`src/rtl/pes_pkg.sv`:
```
// Package: shared constants for the pipe event status register.
// Assumes a word of two equal halves; enables live in the upper half.
package pes_pkg;
    localparam int unsigned PES_HALF_W  = 16;
    localparam int unsigned VBLANK_IDX  = 1;
    localparam int unsigned VSTART_IDX  = 2;
endpackage

```
`src/rtl/pes_status_bit.sv`:
```
// Module: one sticky status bit.
// A set pulse has priority over a write-one-to-clear in the same cycle.
// Assumes synchronous active-low reset.
module pes_status_bit (
    input  logic clk,
    input  logic rst_n,
    input  logic set_i,
    input  logic clr_i,
    output logic q_o
);
    // Latch on event, clear on request, set wins a collision.
    always_ff @(posedge clk) begin
        if (!rst_n)      q_o <= 1'b0;
        else if (set_i)  q_o <= 1'b1;
        else if (clr_i)  q_o <= 1'b0;
    end
endmodule

```
`src/rtl/pes_enable_bank.sv`:
```
// Module: register for the enable half of the word.
// Loaded wholesale on every write; holds otherwise.
module pes_enable_bank #(
    parameter int unsigned W = 15
) (
    input  logic         clk,
    input  logic         rst_n,
    input  logic         load_i,
    input  logic [W-1:0] d_i,
    output logic [W-1:0] q_o
);
    // Capture the written enables.
    always_ff @(posedge clk) begin
        if (!rst_n)      q_o <= '0;
        else if (load_i) q_o <= d_i;
    end
endmodule

```
`src/rtl/pes_event_reduce.sv`:
```
// Module: reduces gated status bits to a single event line.
// Assumes status and enable vectors are aligned bit for bit.
module pes_event_reduce #(
    parameter int unsigned W = 15
) (
    input  logic [W-1:0] st_i,
    input  logic [W-1:0] en_i,
    output logic         evt_o
);
    // OR of all enabled pending bits.
    always_comb begin
        evt_o = 1'b0;
        for (int i = 0; i < int'(W); i++) evt_o = evt_o | (st_i[i] & en_i[i]);
    end
endmodule

```
`src/rtl/pipe_event_status.sv`:
```
// Module: per-pipe event status register (top).
// Status bits sit in the low half and in the top bit; each enable sits a
// half-word above its status partner. The top status bit and the highest
// low-half status bit have no enable. Reads are free of side effects.
module pipe_event_status #(
    parameter int unsigned HALF_W = pes_pkg::PES_HALF_W
) (
    input  logic                clk,
    input  logic                rst_n,
    input  logic                reg_wr,
    input  logic [2*HALF_W-1:0] reg_wdata,
    input  logic [HALF_W:0]     hw_evt,
    output logic [2*HALF_W-1:0] reg_rdata,
    output logic                pipe_evt
);
    localparam int unsigned WORD_W = 2 * HALF_W;
    localparam int unsigned SRC_N  = HALF_W + 1;
    localparam int unsigned EN_N   = HALF_W - 1;

    logic [SRC_N-1:0] st_vec;
    logic [EN_N-1:0]  en_vec;

    // One sticky cell per status source, mapped to its word position.
    for (genvar k = 0; k < SRC_N; k++) begin : g_st
        localparam int unsigned POS = (k < HALF_W) ? k : WORD_W - 1;
        pes_status_bit u_bit (
            .clk   (clk),
            .rst_n (rst_n),
            .set_i (hw_evt[k]),
            .clr_i (reg_wr & reg_wdata[POS]),
            .q_o   (st_vec[k])
        );
    end

    pes_enable_bank #(.W(EN_N)) u_en (
        .clk    (clk),
        .rst_n  (rst_n),
        .load_i (reg_wr),
        .d_i    (reg_wdata[WORD_W-2:HALF_W]),
        .q_o    (en_vec)
    );

    pes_event_reduce #(.W(EN_N)) u_red (
        .st_i  (st_vec[EN_N-1:0]),
        .en_i  (en_vec),
        .evt_o (pipe_evt)
    );

    // Assemble the read word from status and enables.
    always_comb begin
        reg_rdata                    = '0;
        reg_rdata[HALF_W-1:0]        = st_vec[HALF_W-1:0];
        reg_rdata[WORD_W-2:HALF_W]   = en_vec;
        reg_rdata[WORD_W-1]          = st_vec[HALF_W];
    end
endmodule

```
`config.mk`:
```
export PLATFORM = sky130hd
export DESIGN_NAME = pipe_event_status
export DESIGN_NICKNAME = d
export VERILOG_FILES = /design/src/rtl/pes_pkg.sv /design/src/rtl/pes_status_bit.sv /design/src/rtl/pes_enable_bank.sv /design/src/rtl/pes_event_reduce.sv /design/src/rtl/pipe_event_status.sv
export SDC_FILE = /design/constraint.sdc
export NUM_CORES = 1
export LEC_CHECK = 0
export BUFFER_PORTS_ARGS = -buffer_cell sky130_fd_sc_hd__buf_2
export CORE_UTILIZATION = 30
export CTS_BUF_LIST = sky130_fd_sc_hd__clkbuf_2
export CTS_CLUSTER_SIZE = 8
export DETAILED_ROUTE_END_ITERATION = 10
export GPL_TIMING_DRIVEN = 0
export SYNTH_ARGS = -nofsm -noshare
export SYNTH_HDL_FRONTEND = slang
export SYNTH_SLANG_ARGS = --single-unit
export TNS_END_PERCENT = 30
```
`constraint.sdc`:
```
create_clock -name clk -period 1.35 [get_ports clk]
set_input_delay 0.27 -clock clk [delete_from_list [all_inputs] [get_ports clk]]
set_output_delay 0.27 -clock clk [all_outputs]
set_load 0.02 [all_outputs]
```
* Word-level counts from Yosys, hierarchy flattened
Cells that the tools add are included.
** Word-level totals
- Register bits :: 32
** Cells by class
- Mux-type cells :: 34
- Bitwise gates (word level) :: 46
- Reduce and logical (&&, ||, !) cells :: 17
** Operators by type and width (count)
- 1-bit 2-to-1 mux :: 34
- 2-bit nonzero test :: 17
- 1-bit bitwise AND :: 32
- 1-bit OR :: 14

* Logic depth before layout (Yosys ltp)
Gate-level depths: netlist of run 1.
- Depth after elaboration :: 15
- Mapped depth :: 5
- Gate-level depth less buffers :: 3

* Modules after synthesis
From an unflattened synthesis of run 1, not the netlist that was laid out.
** Second synthesis, totals
- Cell total of the unflattened synthesis :: 126
- Area, all modules :: 1485.2 um2
** By module, submodules not included
- pes_status_bit :: instances 17, cells each 3, area an instance 41.3 um2, sequential area each 20.0 um2
- pes_enable_bank :: instances 1, cells each 48, area an instance 579.3 um2, sequential area each 300.3 um2
- pipe_event_status :: instances 1, cells each 18, area an instance 133.9 um2, sequential area each 0.0 um2
- pes_event_reduce :: instances 1, cells each 9, area an instance 70.1 um2, sequential area each 0.0 um2

* Least setup slack after synthesis of run 1
Ideal clock, no wire load.
- Kind :: flip-flop to output port
- Start point :: register u_en.q_o[3]
- End point :: output port pipe_evt
- Data arrival time :: 1089 ps
- Data required time :: 1080 ps
- Path slack :: -9 ps
- Stages on the path, launching flop included :: 4
- Buffers on the path :: 0
- Cells stage by stage :: dfxtp_1 a222oi_1 and3_1 nand4_1
** Between the ends
- Cells in the longest elaborated chain, start to end :: 13
** RTL lines
- from (decl) :: RTL line pes_enable_bank.sv:10 : output logic [W-1:0] q_o
- from (signal assigned) :: RTL line pes_enable_bank.sv:15 : else if (load_i) q_o <= d_i;
- 1-bit bitwise AND :: RTL line pes_event_reduce.sv:13 : for (int i = 0; i < int'(W); i++) evt_o = evt_o | (st_i[i] & en_i[i]);
- 1-bit OR (12 in series) :: RTL line pes_event_reduce.sv:13
- to (decl) :: RTL line pipe_event_status.sv:14 : output logic pipe_evt
Every way passes these cells.

* Worst setup path after layout of run 1
- Start point :: register g_st[3].u_bit.q_o
- End point :: output port pipe_evt
** Between the ends
- Cells in the longest elaborated chain, start to end :: 13
** RTL lines
- from (decl) :: RTL line pes_status_bit.sv:9 : output logic q_o
- from (signal assigned) :: RTL line pes_status_bit.sv:13 : if (!rst_n) q_o <= 1'b0;
- from (signal assigned) :: RTL line pes_status_bit.sv:14 : else if (set_i) q_o <= 1'b1;
- from (signal assigned) :: RTL line pes_status_bit.sv:15 : else if (clr_i) q_o <= 1'b0;
- 1-bit bitwise AND :: RTL line pes_event_reduce.sv:13
- 1-bit OR (12 in series) :: RTL line pes_event_reduce.sv:13
Every way passes these cells.

==> results.sh, run 1 <==
export IMPL_cts_buffer_depth=2
export IMPL_synth_warnings=0
export IMPL_yosysTopAreaCell="dfxtp_1"
export IMPL_syn_nets=198
export IMPL_syn_area_per_cell_um2=9.50
export IMPL_core_area_um2=4380
export IMPL_drive_gt1_share_pct=54.2
export IMPL_die_h_um=70.0
export IMPL_cts_made_buffers=5
export IMPL_hp_class="input port to flop"
export IMPL_crit_chain="a222oi_1 -> and3_1 -> nand4_1 -> buf_6"
export IMPL_crit_type="flop to output port"
export IMPL_skew_ns=0
export IMPL_status="finished with violations"
export IMPL_dieWidth_um=70.0
export IMPL_tightestPinTransition_ns=0.432
export IMPL_h_tree_depth=2
export IMPL_dp_hpwl_um=2630
export IMPL_drt_total_wl_um=3560
export IMPL_routedWlPerCell_um=12.3
export IMPL_max_slew_margin_pct=71.2
export IMPL_grt_max_degree=11
export IMPL_critPathCaptureType="output port"
export IMPL_post_route_util_pct=45.3
export IMPL_ys_types=14
export IMPL_required_ns=1.08
export IMPL_drv_cap=0
export IMPL_antenna_found_initial=0
export IMPL_syn_inst=146
export IMPL_start_util_pct=31.6
export IMPL_portBuffers=83
export IMPL_leakage_nw=1.02
export IMPL_die_area_um2=4900
export IMPL_grt_pass1_vias=1180
export IMPL_setup_viol=2
export IMPL_synth_seq_cells=32
export IMPL_gp_congestion=0.737
export IMPL_num_io_pins=85
export IMPL_cpMaxStageDelayCell="a222oi_1"
export IMPL_rsz0062_at_grt="yes"
export IMPL_cp_slowest_stage_delay_ns=0.38
export IMPL_holdWs_ns=0.0958
export IMPL_finalMaxSlewViolations=0
export IMPL_fin_nets=289
export IMPL_track_usage_pct=15.2
export IMPL_rows=24
export IMPL_clk_pin_slew_ns=0.19
export IMPL_route_detailed_drc=0
export IMPL_min_period_ns=1.91
export IMPL_diodes=0
export IMPL_cts_tree="done"
export IMPL_period_share_pct=142
export IMPL_grt_pass1_wl_um=5610
export IMPL_gr_total_overflow=0
export IMPL_final_hold_violation_count=0
export IMPL_synth_area_leaders="dfxtp_1 (46%), nor2b_1 (14%), mux2i_1 (11%)"
export IMPL_fmax_mhz=523
export IMPL_drt_first_pass_iters=4
export IMPL_powerDensity_nw_per_um2=1090
export IMPL_critPathMaxFanout=2
export IMPL_cp_arrival_ns=1.64
export IMPL_worst_slack_ns=-0.560
export IMPL_root_buffer="clkbuf_2"
export IMPL_cp_start_kind="flop"
export IMPL_worst_path_buf_inv=1
export IMPL_synth_cell_area_um2=1390
export IMPL_clkLatencyLatePin_ns=0.35
export IMPL_syn_to_final_growth_pct=43.1
export IMPL_postCtsHoldBufs=0
export IMPL_vdd_ir_drop_max_mv=0.476
export IMPL_via_per_inst=4.43
export IMPL_synth_top_cell_area_share_pct=46.2
export IMPL_failed_checks="negative setup slack"
export IMPL_drt_iter0_markers=33
export IMPL_cts_sinks=32
export IMPL_critPathTopFamily="compound AO/OA/AOI/OAI gates"
export IMPL_vias=1286
export IMPL_ys_seq_area_share_pct=46.2
export IMPL_ant_nets=0
==> tightest hold or removal path, delay by kind of cell <==
kind | cells | cell delay, ns
compound gates | 1 | 0.03
buf+inv | 1 | 0.07
simple gates | 1 | 0.08
==> cell usage in the layout, fill, tap and decap left out, types with 3 or more instances in the layout <==
| master | n |
|---|---|
| dfxtp_1 | 16 |
| clkbuf_2 | 6 |
| nand2_1 | 17 |
| dfxtp_2 | 16 |
| mux2i_1 | 15 |
| buf_2 | 79 |
| buf_4 | 20 |
| a22oi_1 | 4 |
| buf_6 | 6 |
| a21oi_1 | 17 |
| clkbuf_1 | 3 |
| nor2b_1 | 32 |
==> routing by layer <==
layer / share of wire, % / global-route usage, %
met2: 46 / 24.4
met4: 1.6 / 6.00
met1: 44 / 17.4
met3: 9.2 / 7.50
met5: 0 / 0
==> Yosys cell counts <==
library cell  instances
a21oi_1              17
a221oi_1              1
a222oi_1              1
a22o_1                1
a22oi_1               4
and3_1                1
buf_4                19
buf_6                 2
clkbuf_1              3
dfxtp_1              32
mux2i_1              15
nand2_1              17
nand4_1               1
nor2b_1              32
==> registers in the layout, indices dropped and copies added, names as in the netlist <==
signal	cells
u_en.q_o	15
g_st.u_bit.q_o	17
==> repair_timing <==
| item | 4_1_cts | 5_1_grt |
|---|---|---|
| endpoints found under the hold margin | 0 | 0 |
| resized for setup | 4 | 19 |
| pin swaps | 2 | 0 |
| buffers inserted | 1 | 0 |
| setup endpoints to repair | 1 | 16 |
==> final cells by class <==
cell class                 instances  area (µm²)
timing repair buffer              84         448
clock inverter                     2        35.0
sequential                        32         661
multi-input combinational         90         569
fill                             463        2400
clock buffer                       6        30.0
buffer                            24         176
tap                               52        65.1
==> metrics by stage <==
stage / instance area, µm² / total power [mW] / setup TNS (ns) / instances / setup WS, ns
finish: 1980 / 2.17 / -0.593 / 290 / -0.560
CTS: 1950 / 2.18 / -0.670 / 290 / -0.611
detailed placement: 1870 / 1.52 / -0.134 / 281 / -0.134
global placement: 1870 / 1.51 / -0.139 / 281 / -0.139
floorplan: 1390 / 1.34 / 0 / 146 / 0.0191
global route: 1980 / 2.30 / -0.853 / 290 / -0.734
==> final timing paths <==
check	depth (start not counted)	end	start	slack [ns]
worst max-delay path	4	pipe_evt	g_st[3].u_bit.q_o$_SDFFE_PN0P_	-0.56
worst min-delay path	3	g_st[14].u_bit.q_o$_SDFFE_PN0P_	hw_evt[14]	0.1
worst max register to register	3	g_st[3].u_bit.q_o$_SDFFE_PN0P_	g_st[3].u_bit.q_o$_SDFFE_PN0P_	0.61
worst min register to register	2	g_st[15].u_bit.q_o$_SDFFE_PN0P_	g_st[15].u_bit.q_o$_SDFFE_PN0P_	0.53
==> report_power, final <==
group	internal [mW]	switching [mW]	total (mW)
sequential	1.01	0.0482	1.06
combinational	0.236	0.219	0.455
clock	0.319	0.330	0.649
==> cells by family after synthesis <==
logic type	share of synthesized area (%)
and+or+nand+nor	19.9
muxes	10.8
DFF	46.2
AOI/OAI and AO/OA	10.3
buffers and inverters	12.7
(Power assumes the default switching activity.)
==> inputs of run 2 (changes only) <==
Settings changed: CORE_UTILIZATION 30 to 35, PLACE_DENSITY set to 0.67.
==> results.sh, run 2 (synthesized netlist as in run 1, its figures left out) <==
export IMPL_dp_hpwl_um=2500
export IMPL_crit_type="flop to output port"
export IMPL_vias=1273
export IMPL_leakage_nw=0.998
export IMPL_biggestRegsByFlops="g_st.u_bit.q_o (17), u_en.q_o (15)"
export IMPL_postCtsHoldBufs=0
export IMPL_min_path_cells=3
export IMPL_rsz0062_at_grt="yes"
export IMPL_critPathTopFamily="flip-flops"
export IMPL_num_fill_cells=373
export IMPL_gp_congestion=0.738
export IMPL_num_io_pins=85
export IMPL_antenna_found_initial=0
export IMPL_cts_sinks=32
export IMPL_via_per_inst=4.50
export IMPL_fmax_mhz=564
export IMPL_die_h_um=64.9
export IMPL_worst_path_stages=4
export IMPL_rr_worst_depth=3
export IMPL_drv_cap=0
export IMPL_powerDensity_nw_per_um2=983
export IMPL_drt_total_wl_um=3310
export IMPL_grt_max_degree=11
export IMPL_cts_tree="done"
export IMPL_cp_arrival_ns=1.50
export IMPL_critPathMaxFanout=2
export IMPL_drive_gt1_share_pct=48.5
export IMPL_crit_chain="a222oi_1 -> and3_1 -> nand4_1 -> buf_6"
export IMPL_layout_commonest_cell="buf_2"
export IMPL_failed_checks="negative setup slack"
export IMPL_cts_buffer_depth=2
export IMPL_grt_pass1_vias=1086
export IMPL_grt_pass1_wl_um=5030
export IMPL_syn_to_final_growth_pct=38.3
export IMPL_start_util_pct=37.3
export IMPL_routedWlPerCell_um=11.7
export IMPL_tns_ns=-0.423
export IMPL_cts_made_buffers=5
export IMPL_fin_nets=289
export IMPL_clkLatencyLatePin_ns=0.33
export IMPL_portBuffers=83
export IMPL_worst_slack_ns=-0.423
export IMPL_setup_viol=1
export IMPL_clk_pin_slew_ns=0.14
export IMPL_min_period_ns=1.77
export IMPL_mostFrequentLayoutCells="buf_2 (81), nor2b_1 (32), dfxtp_1 (29), buf_4 (20)"
export IMPL_total_power_mw=1.88
export IMPL_core_area_um2=3720
export IMPL_required_ns=1.08
export IMPL_root_buffer="clkbuf_2"
export IMPL_h_tree_depth=2
export IMPL_gr_total_overflow=0
export IMPL_largest_reg_flops=17
export IMPL_cp_slowest_stage_delay_ns=0.34
export IMPL_route_detailed_drc=0
export IMPL_finalMaxSlewViolations=0
export IMPL_max_slew_margin_pct=69.6
export IMPL_final_hold_violation_count=0
export IMPL_worst_path_buf_inv=1
export IMPL_vdd_ir_drop_max_mv=0.404
export IMPL_cp_start_kind="flop"
export IMPL_status="finished with violations"
export IMPL_skew_ns=0
export IMPL_ant_nets=0
export IMPL_rows=22
export IMPL_regMostFlops="g_st.u_bit.q_o"
export IMPL_multi_input_area_um2=576
export IMPL_cpMaxStageDelayCell="dfxtp_2"
export IMPL_period_share_pct=131
export IMPL_critPathCaptureType="output port"
export IMPL_final_seq_area_um2=644
export IMPL_drt_first_pass_iters=4
export IMPL_track_usage_pct=16.4
export IMPL_diodes=0
export IMPL_die_area_um2=4220
export IMPL_hp_class="input port to flop"
export IMPL_dieWidth_um=64.9
export IMPL_tightestPinTransition_ns=0.456
export IMPL_drt_iter0_markers=28
-- run 2: changes by cell type in the layout (fill, tap and decap cells not counted) --
cell | previous run | this run
dfxtp_1 | 16 | 29
clkinv_2 | 1 | 0
bufinv_16 | 1 | 0
buf_6 | 6 | 4
a221oi_1 | 1 | 0
clkbuf_2 | 6 | 5
buf_2 | 79 | 81
dfxtp_2 | 16 | 3
a221oi_2 | 0 | 1
-- run 2: path summary, 6_finish.rpt --
path | startpoint | endpoint | slack (ns)
setup / recovery | g_st[3].u_bit.q_o$_SDFFE_PN0P_ | pipe_evt | -0.42
hold / removal | hw_evt[9] | g_st[9].u_bit.q_o$_SDFFE_PN0P_ | 0.14
setup reg to reg | g_st[3].u_bit.q_o$_SDFFE_PN0P_ | g_st[3].u_bit.q_o$_SDFFE_PN0P_ | 0.62
hold reg to reg | g_st[16].u_bit.q_o$_SDFFE_PN0P_ | g_st[16].u_bit.q_o$_SDFFE_PN0P_ | 0.53
-- run 2: what timing repair did --
action | in CTS | in global routing
pin swaps | 2 | 0
endpoints found under the setup margin | 1 | 3
resized for setup | 6 | 1
setup buffers | 1 | 0
-- run 2: power by group --
group,internal (mW),switching [mW],total (mW),leakage (nW)
registers,1.01,0.0462,1.05,0.267
logic,0.232,0.219,0.451,0.711
clock network,0.0992,0.280,0.379,0.0208
-- run 2: worst reg2reg max path, delay by kind of cell (launching register included) --
family,cells,cell delay (ns)
buffers and inverters,1,0.13
AND/OR/NAND/NOR,1,0.05
AO/OA/AOI/OAI,1,0.11
flip-flops,1,0.34
-- run 2: area by class of cell --
cell class	count	share of cell area, %
repair buffers	84	22.7
plain buffers	24	9.20
flip-flops and latches	32	33.6
well taps	48	3.13
clock buffers	5	1.31
multi-input cells	90	30.0
-- run 2: per-layer routing --
| layer | vias to the layer above | part of all wire (%) | global-route usage [%] |
|---|---|---|---|
| li1 | 653 | - | - |
| met1 | 551 | 45 | 20.7 |
| met2 | 61 | 45 | 25.4 |
| met3 | 8 | 8.2 | 4.23 |
| met4 | 0 | 2.1 | 8.33 |
| met5 | - | 0 | 0 |
-- run 2: metrics by stage --
step                hold WS [ns]  util [%]  setup slack (ns)  cell area, µm²  instances
finish                     0.139      51.6            -0.423            1920        283
CTS                        0.114      51.5            -0.444            1920        283
floorplan                  0.398         -            0.0191            1390        146
global placement           0.488      50.1           -0.0349            1860        277
detailed placement         0.500      50.1           -0.0554            1860        277
global route               0.119      51.6            -0.511            1920        283
==> inputs of run 3 (changes only) <==
Settings changed: PLACE_DENSITY 0.67 to 0.66, SYNTH_HIERARCHICAL set to 1.
==> results.sh, run 3 <==
export IMPL_status="finished with violations"
export IMPL_failed_checks="negative setup slack"
export IMPL_gr_total_overflow=0
export IMPL_hp_class="input port to flop"
export IMPL_gp_congestion=0.652
export IMPL_rr_worst_depth=3
export IMPL_worst_slack_ns=-0.514
export IMPL_root_buffer="clkbuf_2"
export IMPL_synthArstFlopShare_pct=0
export IMPL_syn_nets=178
export IMPL_cp_arrival_ns=1.59
export IMPL_synth_warnings=6
export IMPL_track_usage_pct=15.4
export IMPL_leakage_nw=1.02
export IMPL_layout_commonest_cell="buf_2"
export IMPL_fmax_mhz=537
export IMPL_dieWidth_um=67.1
export IMPL_cp_start_kind="flop"
export IMPL_syn_area_per_cell_um2=11.8
export IMPL_die_h_um=67.1
export IMPL_min_path_cells=2
export IMPL_hold_end="g_st[9].u_bit/q_o$_SDFFE_PN0P_"
export IMPL_worst_path_stages=4
export IMPL_holdWs_ns=0.107
export IMPL_period_share_pct=138
export IMPL_synth_ff_type="dfxtp_1"
export IMPL_rows=23
export IMPL_drt_first_pass_iters=4
export IMPL_drive_gt1_share_pct=59.1
export IMPL_post_route_util_pct=50.6
export IMPL_crit_chain="a222oi_1 -> and3_1 -> nand4_1 -> buf_6"
export IMPL_min_from="hw_evt[9]"
export IMPL_cp_slowest_stage_delay_ns=0.38
export IMPL_largest_reg_flops=17
export IMPL_r2r_end="g_st[5].u_bit/q_o$_SDFFE_PN0P_"
export IMPL_mostFrequentLayoutCells="buf_2 (83), dfxtp_1 (29), nor2b_4 (17), o21a_1 (17)"
export IMPL_vdd_ir_drop_max_mv=0.484
export IMPL_drt_total_wl_um=3310
export IMPL_cts_made_buffers=5
export IMPL_crit_type="flop to output port"
export IMPL_via_per_inst=4.46
export IMPL_clk_pin_slew_ns=0.17
export IMPL_ys_types=16
export IMPL_syn_inst=126
export IMPL_cts_buffer_depth=2
export IMPL_required_ns=1.08
export IMPL_drt_iter0_markers=37
export IMPL_num_fill_cells=417
export IMPL_grt_pass1_wl_um=5000
export IMPL_yosysMostFrequentCell="dfxtp_1"
export IMPL_synth_cell_area_um2=1490
export IMPL_synth_top_cell_area_share_pct=43.1
export IMPL_critPathTopFamily="compound AO/OA/AOI/OAI gates"
export IMPL_diodes=0
export IMPL_core_area_um2=4030
export IMPL_synth_area_leaders="dfxtp_1 (43%), nor2b_4 (16%), mux2i_1 (10%)"
export IMPL_synth_seq_cells=32
export IMPL_tightestPinTransition_ns=0.417
export IMPL_cts_tree="done"
export IMPL_rr_startpoint="g_st[5].u_bit/q_o$_SDFFE_PN0P_"
export IMPL_cpMaxStageDelayCell="a222oi_1"
export IMPL_max_slew_margin_pct=72.2
export IMPL_total_power_mw=1.98
export IMPL_portBuffers=84
export IMPL_grt_pass1_vias=1138
export IMPL_biggestRegsByFlops="g_st.u_bit/q_o (17), u_en/q_o (15)"
export IMPL_finalMaxSlewViolations=0
export IMPL_fin_nets=271
export IMPL_critPathCaptureType="output port"
export IMPL_final_hold_violation_count=0
export IMPL_min_period_ns=1.86
export IMPL_num_io_pins=85
export IMPL_cts_sinks=32
export IMPL_ant_nets=0
export IMPL_clkLatencyLatePin_ns=0.34
export IMPL_skew_ns=0
export IMPL_ys_seq_area_share_pct=43.1
export IMPL_antenna_found_initial=0
export IMPL_grt_max_degree=24
export IMPL_worst_path_buf_inv=1
export IMPL_synth_edf_count=0
export IMPL_die_area_um2=4510
export IMPL_dpl_worst_slack_ns=-0.149
export IMPL_h_tree_depth=2
export IMPL_routedWlPerCell_um=12.3
export IMPL_rsz0062_at_grt="yes"
export IMPL_syn_to_final_growth_pct=37.2
export IMPL_start_util_pct=36.9
export IMPL_critPathMaxFanout=2
export IMPL_powerDensity_nw_per_um2=970
export IMPL_drv_cap=0
export IMPL_ff2ff_setup_slack_ns=0.54
export IMPL_regMostFlops="g_st.u_bit/q_o"
export IMPL_vias=1203
export IMPL_route_detailed_drc=0
export IMPL_synthTopCellsByCount="dfxtp_1 (32), nor2b_4 (17), o21a_1 (17)"
export IMPL_yosysTopAreaCell="dfxtp_1"
export IMPL_setup_viol=1
==> run 3: cell count changes in the layout (fill, tap and decap cells not counted), sizes merged <==
cell    previous run  this run
a21oi             17         0
and2               0        17
nand2             17         0
o21a               0        17
buf              105        89
clkinv             0         1
==> run 3: per-stage QoR <==
stage          TNS [ns]  cells  cell area [µm²]
2_1_floorplan         0    126             1490
3_3_place_gp     -0.151    260             1970
4_1_cts          -0.580    269             2020
6_report         -0.514    270             2040
5_1_grt          -0.657    270             2040
3_5_place_dp     -0.149    260             1970
==> run 3: per-layer routing <==
| metal | vias to the layer above | GRT usage (%) | part of all wire (%) |
|---|---|---|---|
| met3 | 4 | 5.57 | 6.9 |
| li1 | 615 | - | - |
| met2 | 48 | 25.5 | 49 |
| met5 | - | 0 | 0 |
| met1 | 536 | 17.8 | 44 |
| met4 | 0 | 6.38 | 0.94 |
==> run 3: logic make-up after synthesis <==
logic type	after synthesis	synth area share (%)
simple gates	51	31.2
flops	32	43.1
compound gates	24	12.5
mux	15	10.1
buf+inv	4	3.12
==> run 3: area by class of cell <==
class | count | area [µm²] | area share (%)
plain buffers | 4 | 46.3 | 2.27
clock inverters | 1 | 3.75 | 0.184
well taps | 50 | 62.6 | 3.07
multi-input cells | 90 | 805 | 39.5
flip-flops and latches | 32 | 644 | 31.6
clock buffers | 7 | 35.0 | 1.72
repair buffers | 86 | 442 | 21.7
==> run 3: how the worst max path moves through the flow <==
| stage | start | end |
|---|---|---|
| 3_5_place_dp | g_st[5].u_bit/q_o$_SDFFE_PN0P_ | pipe_evt |
| 3_3_place_gp | g_st[2].u_bit/q_o$_SDFFE_PN0P_ | pipe_evt |
| 4_1_cts | u_en/q_o[5]$_SDFFE_PN0P_ | pipe_evt |
| 6_report | g_st[5].u_bit/q_o$_SDFFE_PN0P_ | pipe_evt |
| 5_1_grt | g_st[5].u_bit/q_o$_SDFFE_PN0P_ | pipe_evt |
| 2_1_floorplan | g_st[2].u_bit/q_o$_SDFFE_PN0P_ | pipe_evt |
==> run 3: where the power goes <==
group	internal (mW)	leakage (nW)	total (mW)	switching, mW
sequential	1.01	0.267	1.05	0.0445
clock	0.139	0.0306	0.450	0.311
combinational	0.251	0.723	0.474	0.223
total	1.40	1.02	1.98	0.578
==> run 3: repair_timing <==
action,CTS,global route
hold buffers,0,0
gates cloned,0,0
pin swaps,2,2
setup buffers,1,1
resized for setup,2,3
endpoints found under the setup margin,1,1
==> run 3: worst reg2reg max path, delay by kind of cell, from the launching register on <==
kind,cells,cell delay [ns]
flops,1,0.35
buf+inv,1,0.12
compound gates,1,0.15
simple gates,1,0.11
